### src/rtl/rpt_pkg.sv
package rpt_pkg;
  localparam int unsigned WORD_W     = 11;
  localparam int unsigned PERIOD_W   = 24;
  localparam int unsigned INDEX_SPAN = 6;
endpackage

### src/rtl/rpt_prescaler.sv
module rpt_prescaler #(
  parameter int unsigned PERIOD_W = rpt_pkg::PERIOD_W
) (
  input  logic                clk,
  input  logic                rst_n,
  input  logic [PERIOD_W-1:0] period_i,
  output logic                tick_o
);
  localparam logic [PERIOD_W-1:0] ONE = PERIOD_W'(1);

  logic [PERIOD_W-1:0] cnt_q, cnt_d, last_w;

  always_comb begin
    last_w = (period_i == '0) ? '0 : period_i - ONE;
    tick_o = (cnt_q >= last_w);
    cnt_d  = tick_o ? '0 : cnt_q + ONE;
  end

  always_ff @(posedge clk or negedge rst_n) begin
    if (!rst_n) cnt_q <= '0;
    else        cnt_q <= cnt_d;
  end

  // after a tick the word-time count restarts from zero
  a_r2_restart: assert property (@(posedge clk) disable iff (!rst_n)
    tick_o |=> (cnt_q == '0));
endmodule

### src/rtl/rpt_position.sv
module rpt_position #(
  parameter int unsigned WORD_W     = rpt_pkg::WORD_W,
  parameter int unsigned INDEX_SPAN = rpt_pkg::INDEX_SPAN
) (
  input  logic              clk,
  input  logic              rst_n,
  input  logic              tick_i,
  input  logic [WORD_W-1:0] target_i,
  output logic [WORD_W-1:0] pos_o,
  output logic [WORD_W-1:0] pos_next_o,
  output logic              wrap_o,
  output logic              photocell_o,
  output logic              match_o
);
  localparam logic [WORD_W-1:0] STEP = WORD_W'(1);
  localparam logic [WORD_W-1:0] SPAN = WORD_W'(INDEX_SPAN);
  localparam logic [WORD_W-1:0] LAST = '1;

  logic [WORD_W-1:0] pos_q;

  always_comb begin
    pos_next_o  = tick_i ? pos_q + STEP : pos_q;
    wrap_o      = tick_i && (pos_q == LAST);
    photocell_o = (pos_q < SPAN);
    match_o     = (target_i == pos_q);
    pos_o       = pos_q;
  end

  always_ff @(posedge clk or negedge rst_n) begin
    if (!rst_n)      pos_q <= '0;
    else if (tick_i) pos_q <= pos_q + STEP;
  end

  // position only moves on a word tick, and then by exactly one
  a_r2_hold: assert property (@(posedge clk) disable iff (!rst_n)
    !tick_i |=> $stable(pos_q));
  a_r2_step: assert property (@(posedge clk) disable iff (!rst_n)
    tick_i |=> (pos_q == $past(pos_q) + STEP));
  // the index status can only turn on at word zero
  a_r3_index_start: assert property (@(posedge clk) disable iff (!rst_n)
    $rose(photocell_o) |-> (pos_q == '0));
endmodule

### src/rtl/rpt_start_delay.sv
module rpt_start_delay #(
  parameter int unsigned WORD_W = rpt_pkg::WORD_W
) (
  input  logic              clk,
  input  logic              rst_n,
  input  logic              tick_i,
  input  logic              start_i,
  input  logic [WORD_W-1:0] target_i,
  input  logic [WORD_W-1:0] pos_i,
  input  logic [WORD_W-1:0] pos_next_i,
  output logic              go_o
);
  localparam logic [WORD_W-1:0] ONE = WORD_W'(1);

  logic              armed_q, armed_d;
  logic [WORD_W-1:0] remain_q, remain_d;
  logic [WORD_W-1:0] tgt_q, tgt_d;
  logic              go_q, go_d;
  logic [WORD_W-1:0] dist_w;

  always_comb begin
    dist_w   = target_i - pos_next_i;
    armed_d  = armed_q;
    remain_d = remain_q;
    tgt_d    = tgt_q;
    go_d     = 1'b0;
    if (start_i) begin
      tgt_d = target_i;
      if (dist_w == '0) begin
        go_d    = 1'b1;
        armed_d = 1'b0;
      end else begin
        armed_d  = 1'b1;
        remain_d = dist_w;
      end
    end else if (armed_q && tick_i) begin
      if (remain_q == ONE) begin
        go_d    = 1'b1;
        armed_d = 1'b0;
      end else begin
        remain_d = remain_q - ONE;
      end
    end
  end

  always_ff @(posedge clk or negedge rst_n) begin
    if (!rst_n) begin
      armed_q  <= 1'b0;
      remain_q <= '0;
      tgt_q    <= '0;
      go_q     <= 1'b0;
    end else begin
      armed_q  <= armed_d;
      remain_q <= remain_d;
      tgt_q    <= tgt_d;
      go_q     <= go_d;
    end
  end

  assign go_o = go_q;

  // the go pulse always coincides with the head over the latched word
  a_r5_go_on_target: assert property (@(posedge clk) disable iff (!rst_n)
    go_q |-> (pos_i == tgt_q));
  // nothing pending and no strobe means no go
  a_r5_no_spurious: assert property (@(posedge clk) disable iff (!rst_n)
    (!armed_q && !start_i) |=> !go_q);
endmodule

### src/rtl/rpt_index_irq.sv
module rpt_index_irq (
  input  logic clk,
  input  logic rst_n,
  input  logic wrap_i,
  input  logic enable_i,
  input  logic ack_i,
  output logic irq_o
);
  logic irq_q, irq_d;

  always_comb begin
    irq_d = irq_q;
    if (!enable_i)   irq_d = 1'b0;
    else if (wrap_i) irq_d = 1'b1;
    else if (ack_i)  irq_d = 1'b0;
  end

  always_ff @(posedge clk or negedge rst_n) begin
    if (!rst_n) irq_q <= 1'b0;
    else        irq_q <= irq_d;
  end

  assign irq_o = irq_q;

  // a dropped enable cancels the interrupt
  a_r9_cancel: assert property (@(posedge clk) disable iff (!rst_n)
    !enable_i |=> !irq_q);
  // without an acknowledge or cancel a raised interrupt persists
  a_r8_hold: assert property (@(posedge clk) disable iff (!rst_n)
    (irq_q && enable_i && !ack_i) |=> irq_q);
endmodule

### src/rtl/rot_position_timer.sv
module rot_position_timer #(
  parameter int unsigned WORD_W     = rpt_pkg::WORD_W,
  parameter int unsigned PERIOD_W   = rpt_pkg::PERIOD_W,
  parameter int unsigned INDEX_SPAN = rpt_pkg::INDEX_SPAN
) (
  input  logic                clk,
  input  logic                rst_n,
  input  logic [PERIOD_W-1:0] period_i,
  input  logic [WORD_W-1:0]   target_i,
  input  logic                start_i,
  input  logic                index_en_i,
  input  logic                index_ack_i,
  output logic [WORD_W-1:0]   pos_o,
  output logic                photocell_o,
  output logic                match_o,
  output logic                go_o,
  output logic                index_irq_o
);
  logic              rst_s1_q, rst_s2_q;
  logic              tick_w, wrap_w;
  logic [WORD_W-1:0] pos_w, pos_next_w;

  always_ff @(posedge clk or negedge rst_n) begin
    if (!rst_n) begin
      rst_s1_q <= 1'b0;
      rst_s2_q <= 1'b0;
    end else begin
      rst_s1_q <= 1'b1;
      rst_s2_q <= rst_s1_q;
    end
  end

  rpt_prescaler #(.PERIOD_W(PERIOD_W)) u_presc (
    .clk(clk), .rst_n(rst_s2_q), .period_i(period_i), .tick_o(tick_w));

  rpt_position #(.WORD_W(WORD_W), .INDEX_SPAN(INDEX_SPAN)) u_pos (
    .clk(clk), .rst_n(rst_s2_q), .tick_i(tick_w), .target_i(target_i),
    .pos_o(pos_w), .pos_next_o(pos_next_w), .wrap_o(wrap_w),
    .photocell_o(photocell_o), .match_o(match_o));

  rpt_start_delay #(.WORD_W(WORD_W)) u_delay (
    .clk(clk), .rst_n(rst_s2_q), .tick_i(tick_w), .start_i(start_i),
    .target_i(target_i), .pos_i(pos_w), .pos_next_i(pos_next_w), .go_o(go_o));

  rpt_index_irq u_irq (
    .clk(clk), .rst_n(rst_s2_q), .wrap_i(wrap_w), .enable_i(index_en_i),
    .ack_i(index_ack_i), .irq_o(index_irq_o));

  assign pos_o = pos_w;

  // the index interrupt can only rise just after the wrap to word zero
  a_r7_rise_at_zero: assert property (@(posedge clk) disable iff (!rst_s2_q)
    $rose(index_irq_o) |-> (pos_o == '0));
endmodule

### config.mk
export PLATFORM = sky130hd
export DESIGN_NAME = rot_position_timer
export DESIGN_NICKNAME = d
export VERILOG_FILES = /design/src/rtl/rpt_pkg.sv /design/src/rtl/rpt_prescaler.sv /design/src/rtl/rpt_position.sv /design/src/rtl/rpt_start_delay.sv /design/src/rtl/rpt_index_irq.sv /design/src/rtl/rot_position_timer.sv
export SDC_FILE = /design/constraint.sdc
export NUM_CORES = 1
export LEC_CHECK = 0
export ABC_CLOCK_PERIOD_IN_PS = 2000
export BUFFER_PORTS_ARGS = -buffer_cell sky130_fd_sc_hd__buf_2
export CAP_MARGIN = 20
export CORE_AREA = 3 3 107 99
export CTS_CLUSTER_DIAMETER = 40
export DETAILED_ROUTE_END_ITERATION = 7
export DIE_AREA = 0 0 110 102
export GPL_ROUTABILITY_DRIVEN = 0
export PLACE_DENSITY = 0.77
export SYNTH_ARGS = -nofsm -noshare
export SYNTH_HDL_FRONTEND = slang
export SYNTH_SLANG_ARGS = --single-unit
### constraint.sdc
create_clock -name clk -period 2 [get_ports clk]
set_input_delay 0.1 -clock clk [delete_from_list [all_inputs] [get_ports clk]]
set_output_delay 0.1 -clock clk [all_outputs]
set_load 0.005 [all_outputs]
; Word-level counts from Yosys, hierarchy flattened
; Index checks and enable logic that the tools add are counted.
[word_totals]
regBits = 51
word_cells = 47
[op_classes]
addsub = 5
magnitude_cmp = 2
eq_ne = 6
n_mux = 18
reduce_logical = 8
[ops]
columns = operator, count
row1 = $mux W11, 5
row2 = $mux W24, 2
row3 = $add A24 B1 Y24 const B, 1
row4 = $ge A24 B24 Y1, 1
row5 = $logic_not A24 Y1, 1
row6 = $sub A24 B1 Y24 const B, 1
row7 = $add A11 B1 Y11 const B, 1
row8 = $eq A11 B1 Y1 const B, 1
row9 = $eq A11 B11 Y1, 1
row10 = $eq A11 B11 Y1 const B, 1
row11 = $logic_not A11 Y1, 1
row12 = $lt A11 B3 Y1 const B, 1
row13 = $mux W1, 11
row14 = $sub A11 B1 Y11 const B, 1
row15 = $sub A11 B11 Y11, 1
row16 = $ne A2 B2 Y1 const B, 2
row17 = $reduce_bool A2 Y1, 2
row18 = $ne A3 B1 Y1 const B, 1
row19 = $reduce_and A3 Y1, 1
row20 = $logic_and A1 B1 Y1, 2
row21 = $reduce_and A2 Y1, 1

; Longest topological paths before layout
[depth]
ltp_word = 8
ltp_mapped = 30
depth_no_buf = 27

; Cells and area by module
; A second synthesis with hierarchy kept.
[hier_totals]
hier_cells = 519
hier_area_um2 = 4495.6
[by_module_without_submodules]
columns = mod, n_inst, cells_each, area_each_um2
row1 = rpt_prescaler, 1, 267, 2213.4
row2 = rpt_start_delay, 1, 185, 1503.9
row3 = rpt_position, 1, 61, 678.2
row4 = rot_position_timer, 1, 3, 53.8
row5 = rpt_index_irq, 1, 3, 46.3

; Worst setup path after synthesis
; No wires, ideal clock.
[synth_path]
path_kind = input-to-reg
start = in period_i[12]
end = reg u_delay.remain_q[9]
t_arrival_ps = 6047
slack_ps = -4186
stages = 30
path_cell_list = or4_1 -> nor4_1 -> nand2b_1 -> nor4_1 -> nand4_1 -> clkbuf_1 -> nand2_1 -> ha_1 -> nand4_1 -> nor3_1 -> nand2_1 -> and4b_1 -> buf_2 -> nand2_1 -> clkbuf_1 -> nand4_1 -> xnor2_1 -> inv_1 -> ha_1 -> and3_1 -> o22ai_1 -> o311a_2 -> a211o_1 -> o22ai_2 -> or4_1 -> o2bb2ai_1 -> or4_1 -> buf_2 -> o21ai_4 -> o221ai_1
[synth_via]
elab_chain_len = 8
[synth_lines]
columns = element, line
row1 = from (decl), rot_position_timer.sv:8  ; input logic [PERIOD_W-1:0] period_i,
row2 = $sub A24 B1 Y24 or $logic_not A24 Y1 (tied branches), rpt_prescaler.sv:14  ; last_w = (period_i == '0) ? '0 : period_i - ONE;
row3 = $mux W24 *, rpt_prescaler.sv:14
row4 = $ge A24 B24 Y1 *, rpt_prescaler.sv:15  ; tick_o = (cnt_q >= last_w);
row5 = $mux W11 *, rpt_position.sv:22  ; pos_next_o = tick_i ? pos_q + STEP : pos_q;
row6 = via pos_next_w[4], rot_position_timer.sv:21  ; logic [WORD_W-1:0] pos_w, pos_next_w;
row7 = $sub A11 B11 Y11 *, rpt_start_delay.sv:22  ; dist_w = target_i - pos_next_i;
row8 = $logic_not A11 Y1, rpt_start_delay.sv:29  ; if (dist_w == '0) begin
row9 = $ne A2 B2 Y1 (no source line), --
row10 = $reduce_and A3 Y1 (no source line), --
row11 = to (signal assigned), rpt_start_delay.sv:54  ; remain_q <= remain_d;
row12 = to (decl), rpt_start_delay.sv:16  ; logic [WORD_W-1:0] remain_q, remain_d;
; The timed path passes the listed nets; every way through them passes the cells marked *. The select of a mux whose other input is x is not followed.
; A chain may end at the register's enable or synchronous reset.

; Worst setup path after layout
[layout_path]
start = in period_i[5]
end = reg u_delay.remain_q[6]
; The elaborated chain is that of the path after synthesis.

==> impl_metrics.csv <==
group,metric,value,unit
synthesis,synthAdderAreaFrac,10.8,%
timing,timing.final.crit_share,330,%
timing,grt_setup_unrepaired,"true",
placement,postPlaceCellArea,6450,sq um
route,vias,6857,
timing,setup_ws,-4.59,ns
cts,cts-root-buf,"clkbuf_8",
synthesis,synth_largest_area_cell,"dfrtp_1",
pwr,ir_worst_vdd,899,uV
synthesis,syn_nets,650,
cts,clockBufferDepth,2,
timing,setup_viol,50,
pwr,leakagePower,3.72,nW
timing,clock.fmax,152,MHz
cts,numCtsBuffers,5,
critical_path,worstReg2RegStart,"u_presc.cnt_q[21]",
die,die_w,110,um
critical_path,required,2.16,ns
global_route,antenna_found_initial,1,
timing,finalHoldViolations,0,
final_layout,finalNonFillerCells,956,
die,coreArea,9570,sq um
critical_path,cp-end-kind,"flip-flop",
route,drt-vias-per-instance,7.17,
placement,preCtsSetupSlack,-4.25,ns
synthesis,synth_compound_area_share,19.3,%
critical_path,cpPeakStageDelay,0.43,ns
global_route,grt_start_max_net_pins,43,
critical_path,crit_type,"in -> reg",
global_route,first_global_vias,6077,
pwr,cellPowerDensity,978,nW/um^2
synthesis,syn_avg_cell_area,8.26,sq um
critical_path,worst_path_max_delay_cell,"nor4_2",
run_status,failed_checks,"DRC, setup timing",
worst_hold_path,worstHoldStart,"index_en_i",
placement,placed_cells_incl_taps,910,
run_status,outcome,"complete, but fails checks",
timing,worstMarginPinSlew,0.639,ns
cts,clkLatencyLatePin,0.32,ns
critical_path,path_max_fanout,6,
die,die_h,102,um
final_layout,nFillCells,390,
final_layout,regArea,1280,sq um
global_route,track_usage,33.7,%
cts,cts.htree.levels,2,
global_route,grt-ovfl-total,0,
synthesis,synth_xor_area_share,11.9,%
synthesis,synth-seq-area-share,27.1,%
final_layout,diodes,0,
global_route,grt_pass1_wl,29700,um
route,wirelength,25700,um
cts,cts_tree,"built",
die,num_rows,34,
synthesis,yosys_warnings,0,
final_layout,multiInputGateArea,4260,sq um
final_layout,final_layout_size_suffix_gt1_share,54.0,%
flow_run,maxCapViolations,0,
final_layout,final_area,8030,sq um
critical_path,crit_path_start_kind,"primary input",
die,die-area,11200,sq um
pwr,finalPower,0.00785,W
final_layout,areaGrowthSynthToFinish,70.6,%
final_layout,final_nets,909,
synthesis,synth-simple-area-share,25.8,%
die,io_pins,55,
critical_path,crit_path_frequent_cell,"buf_4",
cts,path_clk_slew,0.11,ns
placement,hpwl,11100,um
synthesis,synth_top_family_by_area,"simple AND/OR/NAND/NOR gates",
route,wl_per_cell,26.9,um
timing,max_slew_margin,57.0,%
synthesis,netlist_top_cells_area,"dfrtp_1 (27%), ha_1 (10%), xor2_1 (7.8%)",
synthesis,netlist_instances,570,
cts,cts_sinks,51,
synthesis,dominantRegCellSynth,"dfrtp_1",
die,start_util,49.2,%
synthesis,synth.distinct_cells,75,
route,ant_nets,0,
synthesis,ys_ff_latch,51,
synthesis,async_flop_share,100,%
synthesis,synth_edf_count,0,
synthesis,synth_top_area_share,27.1,%
critical_path,cpLargestDelayFamily,"simple AND/OR/NAND/NOR gates",
route,initialDrtViolationCount,920,
critical_path,crit_start,"period_i[5]",
timing,finalClockSkew,0.00491,ns
placement,io_buffers,54,
synthesis,muxShareOfSynthArea,0.877,%
critical_path,cp.buffers_inverters,8,
critical_path,cp_data_arrival_time,6.76,ns
timing,layout_min_cycle_time,6.59,ns
timing,slew_violations,0,
worst_hold_path,hp-class,"in -> reg",
route,drc,14,
synthesis,syn_area,4710,sq um
route,first_pass_iters,8,
## through the flow
step | util (%) | hold WS (ns) | TNS, ns
floorplan | - | -0.196 | -93.59
global placement | 67.4 | -0.115 | -102.79
detailed placement | 67.4 | -0.113 | -109.74
CTS | 75.4 | 0.0221 | -87.50
global route | 83.9 | 0.0251 | -122.15
finish | 83.9 | 0.0221 | -116.83
## cell usage after synthesis, drive strengths merged, types with 5 or more instances
cell / count
xnor2: 22
and3: 18
nand2: 64
a211oi: 9
ha: 39
nor3: 15
o21ai: 15
or3: 7
nand2b: 5
buf: 9
inv: 30
xor2: 42
o211ai: 5
nor2b: 5
nor2: 51
dfrtp: 51
nand4: 13
o31ai: 6
clkbuf: 9
a21oi: 29
and2: 5
nor4: 14
or4: 7
and4: 5
a21boi: 6
a21o: 9
o221ai: 5
nand3: 22
## path summary, 6_finish.rpt
| kind | endpoint | slack, ns | cells after the start |
|---|---|---|---|
| min reg2reg | u_irq.irq_o | 0.11 | 0 |
| min in group asynchronous | rst_s1_q | 0.08 | 2 |
| max reg2reg | u_delay.remain_q[6] | -3.44 | 24 |
| max | u_delay.remain_q[6] | -4.59 | 31 |
| min | u_irq.irq_o | 0.02 | 2 |
| max in group asynchronous | u_pos.pos_o[2] | 1.03 | 1 |
## timing repair
| action | in CTS | in global routing |
|---|---|---|
| hold endpoints to repair | 2 | 0 |
| buffers inserted | 26 | 27 |
| resized for setup | 107 | 135 |
| cloned | 2 | 1 |
| pin swaps | 33 | 43 |
| hold buffers | 1 | 0 |
| endpoints found under the setup margin | 50 | 50 |
## report_power, final
group	internal, W	total (W)	leakage, nW	switching [W]
Combinational	0.00246	0.00542	3.00	0.00296
Clock	0.000413	0.000826	0.0618	0.000413
Sequential	0.00130	0.00161	0.651	0.000308
Total	0.00417	0.00785	3.72	0.00368
## per-layer routing
layer	share of wire (%)	routed length, um	up-vias	track usage [%]
met2	44	11400	775	55.2
met3	13	3360	304	7.52
met1	33	8450	3178	39.7
li1	-	-	2598	-
met5	0.043	11	-	0
met4	9.8	2530	2	22.1
## cells by family (layout without fill, tap and decap cells)
| family | after synthesis | in the layout |
|---|---|---|
| XOR/XNOR | 64 | 64 |
| other | 1 | 1 |
| adder cells (fa/ha/maj) | 40 | 40 |
| multiplexers | 4 | 4 |
| buffers and inverters | 48 | 308 |
| flip-flops | 51 | 51 |
| AND/OR/NAND/NOR | 241 | 241 |
| AO/OA/AOI/OAI | 121 | 121 |
## registers in the layout (all words and copies together) (netlist names)
| name | count |
|---|---|
| rst_s1_q | 1 |
| rst_s2_q | 1 |
| u_delay.armed_q | 1 |
| u_delay.go_o | 1 |
| u_delay.remain_q | 11 |
| u_irq.irq_o | 1 |
| u_pos.pos_o | 11 |
| u_presc.cnt_q | 24 |
## layout make-up
cell class,instances,share of cell area [%]
well taps,126,1.96
flip-flops and latches,51,15.9
multi-input cells,471,53.1
inverters,30,1.40
clock inverters,2,0.483
clock buffers,6,1.03
repair buffers,270,26.1
## placed cells by master (no fill, tap or decap), types with 18 or more instances in the layout
cell	n
buf_4	179
buf_2	52
dfrtp_1	48
nand2_1	45
xor2_1	36
nor2_1	33
buf_6	33
ha_1	22
inv_1	21
a21oi_1	18
(Power assumes the default switching activity.)
